File: src/rtl/sc_cmd_pkg.sv
package sc_cmd_pkg;
    localparam int CODE_W = 4;

    typedef enum logic [CODE_W-1:0] {
        CMD_NOP      = 4'b0000,
        CMD_LD_A     = 4'b0001,
        CMD_LD_B     = 4'b0010,
        CMD_UPD      = 4'b0011,
        CMD_LD_A_UPD = 4'b0100,
        CMD_LD_B_UPD = 4'b0101,
        CMD_WAKE     = 4'b0110,
        CMD_SLEEP    = 4'b0111,
        CMD_LD_BOTH  = 4'b1000
    } cmd_e;
endpackage

File: src/rtl/sc_shift_in.sv
module sc_shift_in #(
    parameter int WORD_W = 16
) (
    input  logic              clk,
    input  logic              rst_n,
    input  logic              frame_sel_n,
    input  logic              ser_clk,
    input  logic              ser_data,
    output logic              gate_o,
    output logic              word_valid_o,
    output logic [WORD_W-1:0] word_o
);
    localparam int CNT_W = $clog2(WORD_W + 1);
    localparam logic [CNT_W-1:0] LAST = CNT_W'(WORD_W - 1);

    typedef struct packed {
        logic              sel_n;
        logic              sclk;
        logic              gate;
        logic [CNT_W-1:0]  cnt;
        logic [WORD_W-1:0] shreg;
        logic              done;
    } st_t;

    st_t st_d, st_q;
    logic sel_fall, sclk_rise;

    always_comb begin
        sel_fall  = st_q.sel_n & ~frame_sel_n;
        sclk_rise = ser_clk & ~st_q.sclk;
        st_d       = st_q;
        st_d.sel_n = frame_sel_n;
        st_d.sclk  = ser_clk;
        st_d.done  = 1'b0;
        if (frame_sel_n) begin
            st_d.cnt = '0;
        end else if (sel_fall) begin
            st_d.gate = 1'b1;
            st_d.cnt  = '0;
        end else if (st_q.gate && sclk_rise) begin
            st_d.shreg = {st_q.shreg[WORD_W-2:0], ser_data};
            if (st_q.cnt == LAST) begin
                st_d.done = 1'b1;
                st_d.gate = 1'b0;
                st_d.cnt  = '0;
            end else begin
                st_d.cnt = st_q.cnt + 1'b1;
            end
        end
    end

    always_ff @(posedge clk or negedge rst_n) begin
        if (!rst_n) begin
            st_q.sel_n <= 1'b1;
            st_q.sclk  <= 1'b1;
            st_q.gate  <= 1'b0;
            st_q.cnt   <= '0;
            st_q.shreg <= '0;
            st_q.done  <= 1'b0;
        end else begin
            st_q <= st_d;
        end
    end

    assign gate_o       = st_q.gate;
    assign word_valid_o = st_q.done;
    assign word_o       = st_q.shreg;

    p_gate_opens_on_select_r3: assert property (@(posedge clk) disable iff (!rst_n)
        $rose(st_q.gate) |-> ($past(st_q.sel_n) && !$past(frame_sel_n)));
    p_no_shift_when_gated_r3: assert property (@(posedge clk) disable iff (!rst_n)
        !st_q.gate |=> $stable(st_q.shreg));
    p_cnt_bound_r2: assert property (@(posedge clk) disable iff (!rst_n)
        st_q.cnt < CNT_W'(WORD_W));
    p_short_frame_clears_r4: assert property (@(posedge clk) disable iff (!rst_n)
        frame_sel_n |=> (st_q.cnt == '0));
endmodule

File: src/rtl/sc_decode.sv
module sc_decode
    import sc_cmd_pkg::*;
#(
    parameter int              WORD_W   = 16,
    parameter int              DATA_W   = 10,
    parameter logic [DATA_W-1:0] PRESET_A = 10'h3AF,
    parameter logic [DATA_W-1:0] PRESET_B = 10'h028
) (
    input  logic              clk,
    input  logic              rst_n,
    input  logic              valid_i,
    input  logic [WORD_W-1:0] word_i,
    output logic [DATA_W-1:0] conv_a_o,
    output logic [DATA_W-1:0] conv_b_o,
    output logic              sleep_o
);
    localparam int CODE_MSB = WORD_W - 1;
    localparam int DATA_MSB = WORD_W - CODE_W - 1;

    typedef struct packed {
        logic [DATA_W-1:0] in_a;
        logic [DATA_W-1:0] in_b;
        logic [DATA_W-1:0] cv_a;
        logic [DATA_W-1:0] cv_b;
        logic              sleep;
    } regs_t;

    regs_t r_d, r_q;
    logic [CODE_W-1:0] code_raw;
    logic [DATA_W-1:0] data;

    assign code_raw = word_i[CODE_MSB -: CODE_W];
    assign data     = word_i[DATA_MSB -: DATA_W];

    always_comb begin
        r_d = r_q;
        if (valid_i) begin
            case (cmd_e'(code_raw))
                CMD_LD_A: r_d.in_a = data;
                CMD_LD_B: r_d.in_b = data;
                CMD_UPD: begin
                    r_d.cv_a  = r_q.in_a;
                    r_d.cv_b  = r_q.in_b;
                    r_d.sleep = 1'b0;
                end
                CMD_LD_A_UPD: begin
                    r_d.in_a  = data;
                    r_d.cv_a  = data;
                    r_d.cv_b  = r_q.in_b;
                    r_d.sleep = 1'b0;
                end
                CMD_LD_B_UPD: begin
                    r_d.in_b  = data;
                    r_d.cv_b  = data;
                    r_d.cv_a  = r_q.in_a;
                    r_d.sleep = 1'b0;
                end
                CMD_WAKE:  r_d.sleep = 1'b0;
                CMD_SLEEP: r_d.sleep = 1'b1;
                CMD_LD_BOTH: begin
                    r_d.in_a  = data;
                    r_d.in_b  = data;
                    r_d.cv_a  = data;
                    r_d.cv_b  = data;
                    r_d.sleep = 1'b0;
                end
                default: ;
            endcase
        end
    end

    always_ff @(posedge clk or negedge rst_n) begin
        if (!rst_n) begin
            r_q.in_a  <= '0;
            r_q.in_b  <= '0;
            r_q.cv_a  <= PRESET_A;
            r_q.cv_b  <= PRESET_B;
            r_q.sleep <= 1'b0;
        end else begin
            r_q <= r_d;
        end
    end

    assign conv_a_o = r_q.cv_a;
    assign conv_b_o = r_q.cv_b;
    assign sleep_o  = r_q.sleep;

    p_conv_hold_r6: assert property (@(posedge clk) disable iff (!rst_n)
        !valid_i |=> ($stable(conv_a_o) && $stable(conv_b_o)));
    p_noop_r5: assert property (@(posedge clk) disable iff (!rst_n)
        (valid_i && (code_raw == 4'b0000 || code_raw >= 4'b1001))
        |=> ($stable(r_q) ));
    p_sleep_by_cmd_r10: assert property (@(posedge clk) disable iff (!rst_n)
        $rose(sleep_o) |-> ($past(valid_i) && $past(code_raw) == 4'b0111));
    p_update_wakes_r7: assert property (@(posedge clk) disable iff (!rst_n)
        (valid_i && (code_raw == 4'b0011 || code_raw == 4'b0100 ||
                     code_raw == 4'b0101 || code_raw == 4'b1000)) |=> !sleep_o);
endmodule

File: src/rtl/serial_cmd_slave.sv
module serial_cmd_slave #(
    parameter int                WORD_W   = 16,
    parameter int                DATA_W   = 10,
    parameter logic [DATA_W-1:0] PRESET_A = 10'h3AF,
    parameter logic [DATA_W-1:0] PRESET_B = 10'h028
) (
    input  logic              clk,
    input  logic              rst_n,
    input  logic              frame_sel_n,
    input  logic              ser_clk,
    input  logic              ser_data,
    input  logic              global_on,
    output logic [DATA_W-1:0] conv_a_o,
    output logic [DATA_W-1:0] conv_b_o,
    output logic              sleep_o,
    output logic              rx_gate_o,
    output logic              all_off_o
);
    logic              word_valid;
    logic [WORD_W-1:0] word;

    sc_shift_in #(.WORD_W(WORD_W)) u_shift (
        .clk          (clk),
        .rst_n        (rst_n),
        .frame_sel_n  (frame_sel_n),
        .ser_clk      (ser_clk),
        .ser_data     (ser_data),
        .gate_o       (rx_gate_o),
        .word_valid_o (word_valid),
        .word_o       (word)
    );

    sc_decode #(
        .WORD_W   (WORD_W),
        .DATA_W   (DATA_W),
        .PRESET_A (PRESET_A),
        .PRESET_B (PRESET_B)
    ) u_dec (
        .clk      (clk),
        .rst_n    (rst_n),
        .valid_i  (word_valid),
        .word_i   (word),
        .conv_a_o (conv_a_o),
        .conv_b_o (conv_b_o),
        .sleep_o  (sleep_o)
    );

    assign all_off_o = ~global_on | sleep_o;

    p_global_off_r11: assert property (@(posedge clk) disable iff (!rst_n)
        !global_on |-> all_off_o);
endmodule

File: config.mk
export PLATFORM = sky130hd
export DESIGN_NAME = serial_cmd_slave
export DESIGN_NICKNAME = d
export VERILOG_FILES = /design/src/rtl/sc_cmd_pkg.sv /design/src/rtl/sc_shift_in.sv /design/src/rtl/sc_decode.sv /design/src/rtl/serial_cmd_slave.sv
export SDC_FILE = /design/constraint.sdc
export NUM_CORES = 1
export LEC_CHECK = 0
export BUFFER_PORTS_ARGS = -buffer_cell sky130_fd_sc_hd__buf_2
export CAP_MARGIN = 5
export CORE_MARGIN = 2
export CORE_UTILIZATION = 58
export DETAILED_ROUTE_END_ITERATION = 10
export PLACE_DENSITY = 0.78
export SYNTH_ARGS = -nofsm -noshare
export SYNTH_HDL_FRONTEND = slang
export SYNTH_SLANG_ARGS = --single-unit
File: constraint.sdc
create_clock -name clk -period 2.2 [get_ports clk]
set_clock_uncertainty 0.05 [all_clocks]
set_input_delay 0.55 -clock clk [delete_from_list [all_inputs] [get_ports clk]]
set_output_delay 0.55 -clock clk [all_outputs]
set_load 0.1 [all_outputs]
# Word-level counts from Yosys, hierarchy flattened
# Index checks and enable logic that the tools add are counted.
[classes] add_sub_neg=1 multipliers=0 div=0 magnitude_cmp=0 eq_ne=9 n_shift=0 mux=10 n_bitwise=7 reduce_logical=15
[ops] op="20-bit one-hot mux with 4 select lines" count=1
[ops] op="23-bit two-way mux" count=1
[ops] op="4-bit by 3-bit equality test with 1-bit output, second input constant" count=4
[ops] op="5-bit two-way mux" count=2
[ops] op="4-bit by 2-bit equality test with 1-bit output, second input constant" count=2
[ops] op="2-bit AND reduction" count=4
[ops] op="6-bit two-way mux" count=1
[ops] op="3-bit AND reduction" count=2
[ops] op="2-bit nonzero test" count=3
[ops] op="3-bit OR reduction" count=2
[ops] op="5-bit by 1-bit adder with 5-bit output, second input constant" count=1
[ops] op="5-bit by 4-bit equality test with 1-bit output, second input constant" count=1
[ops] op="5-bit OR reduction" count=1
[ops] op="4-bit by 1-bit equality test with 1-bit output, second input constant" count=1
[ops] op="4-bit equality test, second input constant" count=1
[ops] op="1-bit two-way mux" count=4
[ops] op="1-bit NOT" count=4
[ops] op="4-bit nonzero test" count=1
[ops] op="3-bit nonzero test" count=1
[ops] op="1-bit bitwise AND" count=2
[ops] op="1-bit one-hot mux with 2 select lines" count=1
[ops] op="1-bit logical AND" count=1
[ops] op="1-bit OR" count=1
[totals] register_bits=66 latch_bits=0 ram_bits=0 mem_bits_ro=0 in_bits=6 out_inout_bits=23 wordCells=53 memories=0

# Logic depth before layout (Yosys ltp)
[depth] word_depth=6 mapped_depth=6 ltp_nobuf=5

# Modules after synthesis
# From an unflattened synthesis, not the netlist that was laid out.
[hier_totals] hier_cells=260 hier_area_um2=3264.4
[modules_own_cells] module="sc_decode" n_inst=1 cells_each=173 area_per_inst_um2=2062.0 seq_area_each_um2=1038.5
[modules_own_cells] module="sc_shift_in" n_inst=1 cells_each=86 area_per_inst_um2=1196.1 seq_area_each_um2=628.1
[modules_own_cells] module="serial_cmd_slave" n_inst=1 cells_each=1 area_per_inst_um2=6.3 seq_area_each_um2=0.0

# Worst setup path after synthesis
# Ideal clock, no wire load.
[synth_path] path_type="register -> output" startpoint="reg u_dec.r_q (netlist bit u_dec.sleep_o)" endpoint="out all_off_o" arrival_ps=1780 required_ps=1600 slack_ps=-180 path_stages_with_launch=2 path_buffers=0 path_cell_list="dfrtp_1 > nand2b_1"
[synth_via] elab_chain_cells=1
[synth_lines] item="start: declaration" line_no="sc_decode.sv:28" source="regs_t r_d, r_q;"
[synth_lines] item="start signal: assignment" line_no="sc_decode.sv:80" source="r_q <= r_d;"
[synth_lines] item="1-bit OR" line_no="serial_cmd_slave.sv:48" source="assign all_off_o = ~global_on | sleep_o;"
[synth_lines] item="end: declaration" line_no="serial_cmd_slave.sv:17" source="output logic all_off_o"
# No other way between the ends.

# Worst setup path after layout
[layout_path] startpoint="reg u_dec.r_q (netlist bit u_dec.conv_b_o[5])" endpoint="out conv_b_o[5]"
[layout_lines] item="end: declaration" line_no="serial_cmd_slave.sv:14" source="output logic [DATA_W-1:0] conv_b_o,"
# No word-level cell between the ends.

==> run_results.csv <==
group,metric,value,unit
outcome,status,"finished, final reports clean",
run,maxCapViolCount,0,
place,routabilityCongestion,0.7842,
sta,hold_viol_final,0,
critical_path,cp.depth,1,
layout,final_core_util,65.14,%
layout,area_growth,8.412,%
routing,wl_met3,157,um
critical_path,crit_fanout,2,
sta,period_share,85.85,%
routing,top_layer_used,"met4",
place,place.detailed.hpwl,2.958,mm
critical_path,slowest_stage,"dfstp_2",
logic_synthesis,yosysWarnings,0,
routing,drt-initial-drc-count,130,
logic_synthesis,synth_flop_cell,"dfrtp_1",
critical_path,required,1600,ps
logic_synthesis,syn-num-nets,248,
layout,drive_gt1_share,38.91,%
routing,num_vias,1727,
sta,setup_violations,0,
critical_path,path_delay_family,"flip-flops",
critical_path,r2r_end,"u_dec.conv_a_o[5]",
routing,drc,0,
die,die_area,5853,um^2
sta,slew_headroom,59.41,%
logic_synthesis,ys_seq_elements,66,
critical_path,cpPeakStageDelay,530,ps
clock_tree,ctsResizeCount,0,
clock_tree,cts_buffers,9,
die,core_area,5075,um^2
logic_synthesis,synth_top_area_share,44.32,%
sta,fin_crit,1889,ps
logic_synthesis,ys_seq_area_share,54.66,%
clock_tree,h-tree-depth,3,
global_routing,antenna_found_initial,0,
sta,tns,0,ps
global_routing,grt_pass1_wl,8.369,mm
critical_path,cp.arrival,1290,ps
place,port_buffers,28,
logic_synthesis,yosysUniqueCellTypes,40,
clock_tree,cts_hold_buf,0,
logic_synthesis,yosys.area.top_type,"dfrtp_1",
critical_path,critPathLaunchType,"register",
clock_tree,cts_tree,"done",
global_routing,grt_max_degree,46,
layout,final_common_cell,"dfrtp_1",
routing,vias_per_cell,5.281,
logic_synthesis,syn_avg_cell_area,12.65,um^2
clock_tree,clkSinkCount,66,
routing,wl,4.590,mm
die,initial_core_util,60.08,%
critical_path,r2r_slack,350,ps
critical_path,path_buf_inv,1,
global_routing,grt_pass1_vias,1784,
routing,first_pass_iters,4,
global_routing,grt_overflow_total,0,
logic_synthesis,synth-edff-count,0,
die,io_pins,29,
sta,rsz0062_at_grt,"no",
power_and_ir_drop,ir_worst_vdd,0.3505,mV
critical_path,rr_worst_depth,4,
logic_synthesis,syn_inst,241,
clock_tree,postCtsSetupBuffers,0,
layout,final_nets,259,
critical_path,end_kind,"output port",
logic_synthesis,synthArstFlopShare,100.0,%
routing,wire_per_inst,14.04,um
die,die_x,76.51,um
clock_tree,clk_pin_slew,70,ps
sta,slew_violations,0,
layout,final_cell_mix,"dfrtp_1, mux2_2, buf_2",
die,rows,26,
logic_synthesis,syn_area,3049,um^2
critical_path,critPathKind,"register to output port",
layout,antenna_cells,0,
power_and_ir_drop,power_density,735.2,nW/um^2
clock_tree,clock_latency,340,ps
clock_tree,clockBufferDepth,2,
sta,worst_pin_slew,608.9,ps
die,dieHeight,76.51,um
logic_synthesis,synth.top_cells.by_area,"dfrtp_1, mux2_2, dfstp_2, mux2i_1, buf_4",
routing,wl_met2,2.167,mm
critical_path,r2r-start,"u_shift.word_o[14]",
routing,drt-met1-wl,2.168,mm
power_and_ir_drop,p_leak,1.680,nW
clock_tree,cts-root-buf,"clkbuf_8",
sta,max_freq,0.5294,GHz
critical_path,path_cells,"buf_2",
global_routing,track_usage,18.33,%
worst_hold_path,hp-class,"input pin to async pin",
routing,postRouteAntennaNets,0,
-- power by group --
| part | leakage [nW] | switching, mW | internal (mW) | total, mW |
|---|---|---|---|---|
| registers | 0.868 | 0.0366 | 1.25 | 1.29 |
| clock network | 0.102 | 0.419 | 0.638 | 1.06 |
| logic | 0.710 | 0.0473 | 0.0387 | 0.0859 |
-- flip-flops by register name, indices dropped and copies added, names as in the netlist --
name / count
u_dec.sleep_o: 1
u_dec.conv_a_o: 10
u_dec.conv_b_o: 10
u_shift.word_o: 16
u_shift.st_q: 7
u_shift.gate_o: 1
u_shift.word_valid_o: 1
u_dec.r_q: 20
-- worst max path at each step --
| stage | to | slack [ps] | from |
|---|---|---|---|
| floorplan | all_off_o | 80 | u_dec.sleep_o |
| global placement | u_dec.conv_a_o[5] | 400 | u_shift.word_o[14] |
| detailed placement | u_shift.word_o[7] | 390 | ser_clk |
| CTS | conv_b_o[3] | 300 | u_dec.conv_b_o[3] |
| global route | u_dec.conv_a_o[9] | 240 | u_shift.word_o[14] |
| finish | conv_b_o[5] | 310 | u_dec.conv_b_o[5] |
-- synth_stat cells (2+ instances only) --
cell	n
a21oi_1	2
a31oi_1	2
buf_2	3
buf_4	23
buf_6	3
dfrtp_1	54
dfstp_2	12
inv_1	3
mux2_2	35
mux2i_1	21
nand2_1	24
nor2_1	3
nor3_1	4
o21ai_0	11
o21ai_1	13
xnor2_1	3
xor2_1	2
-- area by class of cell --
cell class | instances | area (um^2)
fill | 401 | 1769
sequential | 66 | 1667
multi-input combinational | 141 | 1149
timing repair buffer | 31 | 187.7
clock buffer | 13 | 138.9
tap | 70 | 87.58
clock inverter | 3 | 65.06
inverter | 3 | 11.26
-- cells by family (layout without fill, tap and decap cells) --
| family | Yosys count | after routing | synth area share [%] |
|---|---|---|---|
| AOI/OAI and AO/OA | 33 | 33 | 6.606 |
| DFF | 66 | 66 | 54.66 |
| adders and majority gates | 1 | 1 | 0.4103 |
| muxes | 56 | 56 | 19.82 |
| and+or+nand+nor | 46 | 46 | 9.028 |
| xor gates and xnor gates | 5 | 5 | 1.436 |
| buffers and inverters | 34 | 50 | 8.043 |
-- routing by layer --
metal / up-vias / global-route usage (%)
li1: 844 / -
met1: 839 / 22.37
met2: 35 / 30.18
met3: 9 / 4.265
met4: 0 / 10.00
met5: - / 0
-- through the flow --
step           hold slack (ps)  instances  worst slack, ps  cell area [um^2]  power, mW
3_5_place_dp             403.8        311            390.2              3102      1.397
6_report                 119.7        327            311.2              3306      2.430
3_3_place_gp             399.9        311            398.6              3102      1.393
4_1_cts                  134.9        327            300.3              3306      2.457
5_1_grt                  151.4        327            238.9              3306      2.527
2_1_floorplan            204.4        241            80.12              3052      1.347
-- worst reg2reg max path: cells and delay by family (launching register included) --
family | cells | cell delay (ps)
simple gates | 1 | 590
flops | 1 | 540
mux | 1 | 320
xor+xnor | 1 | 190
compound gates | 1 | 90
Note: power is estimated with default switching activity, not from simulation.
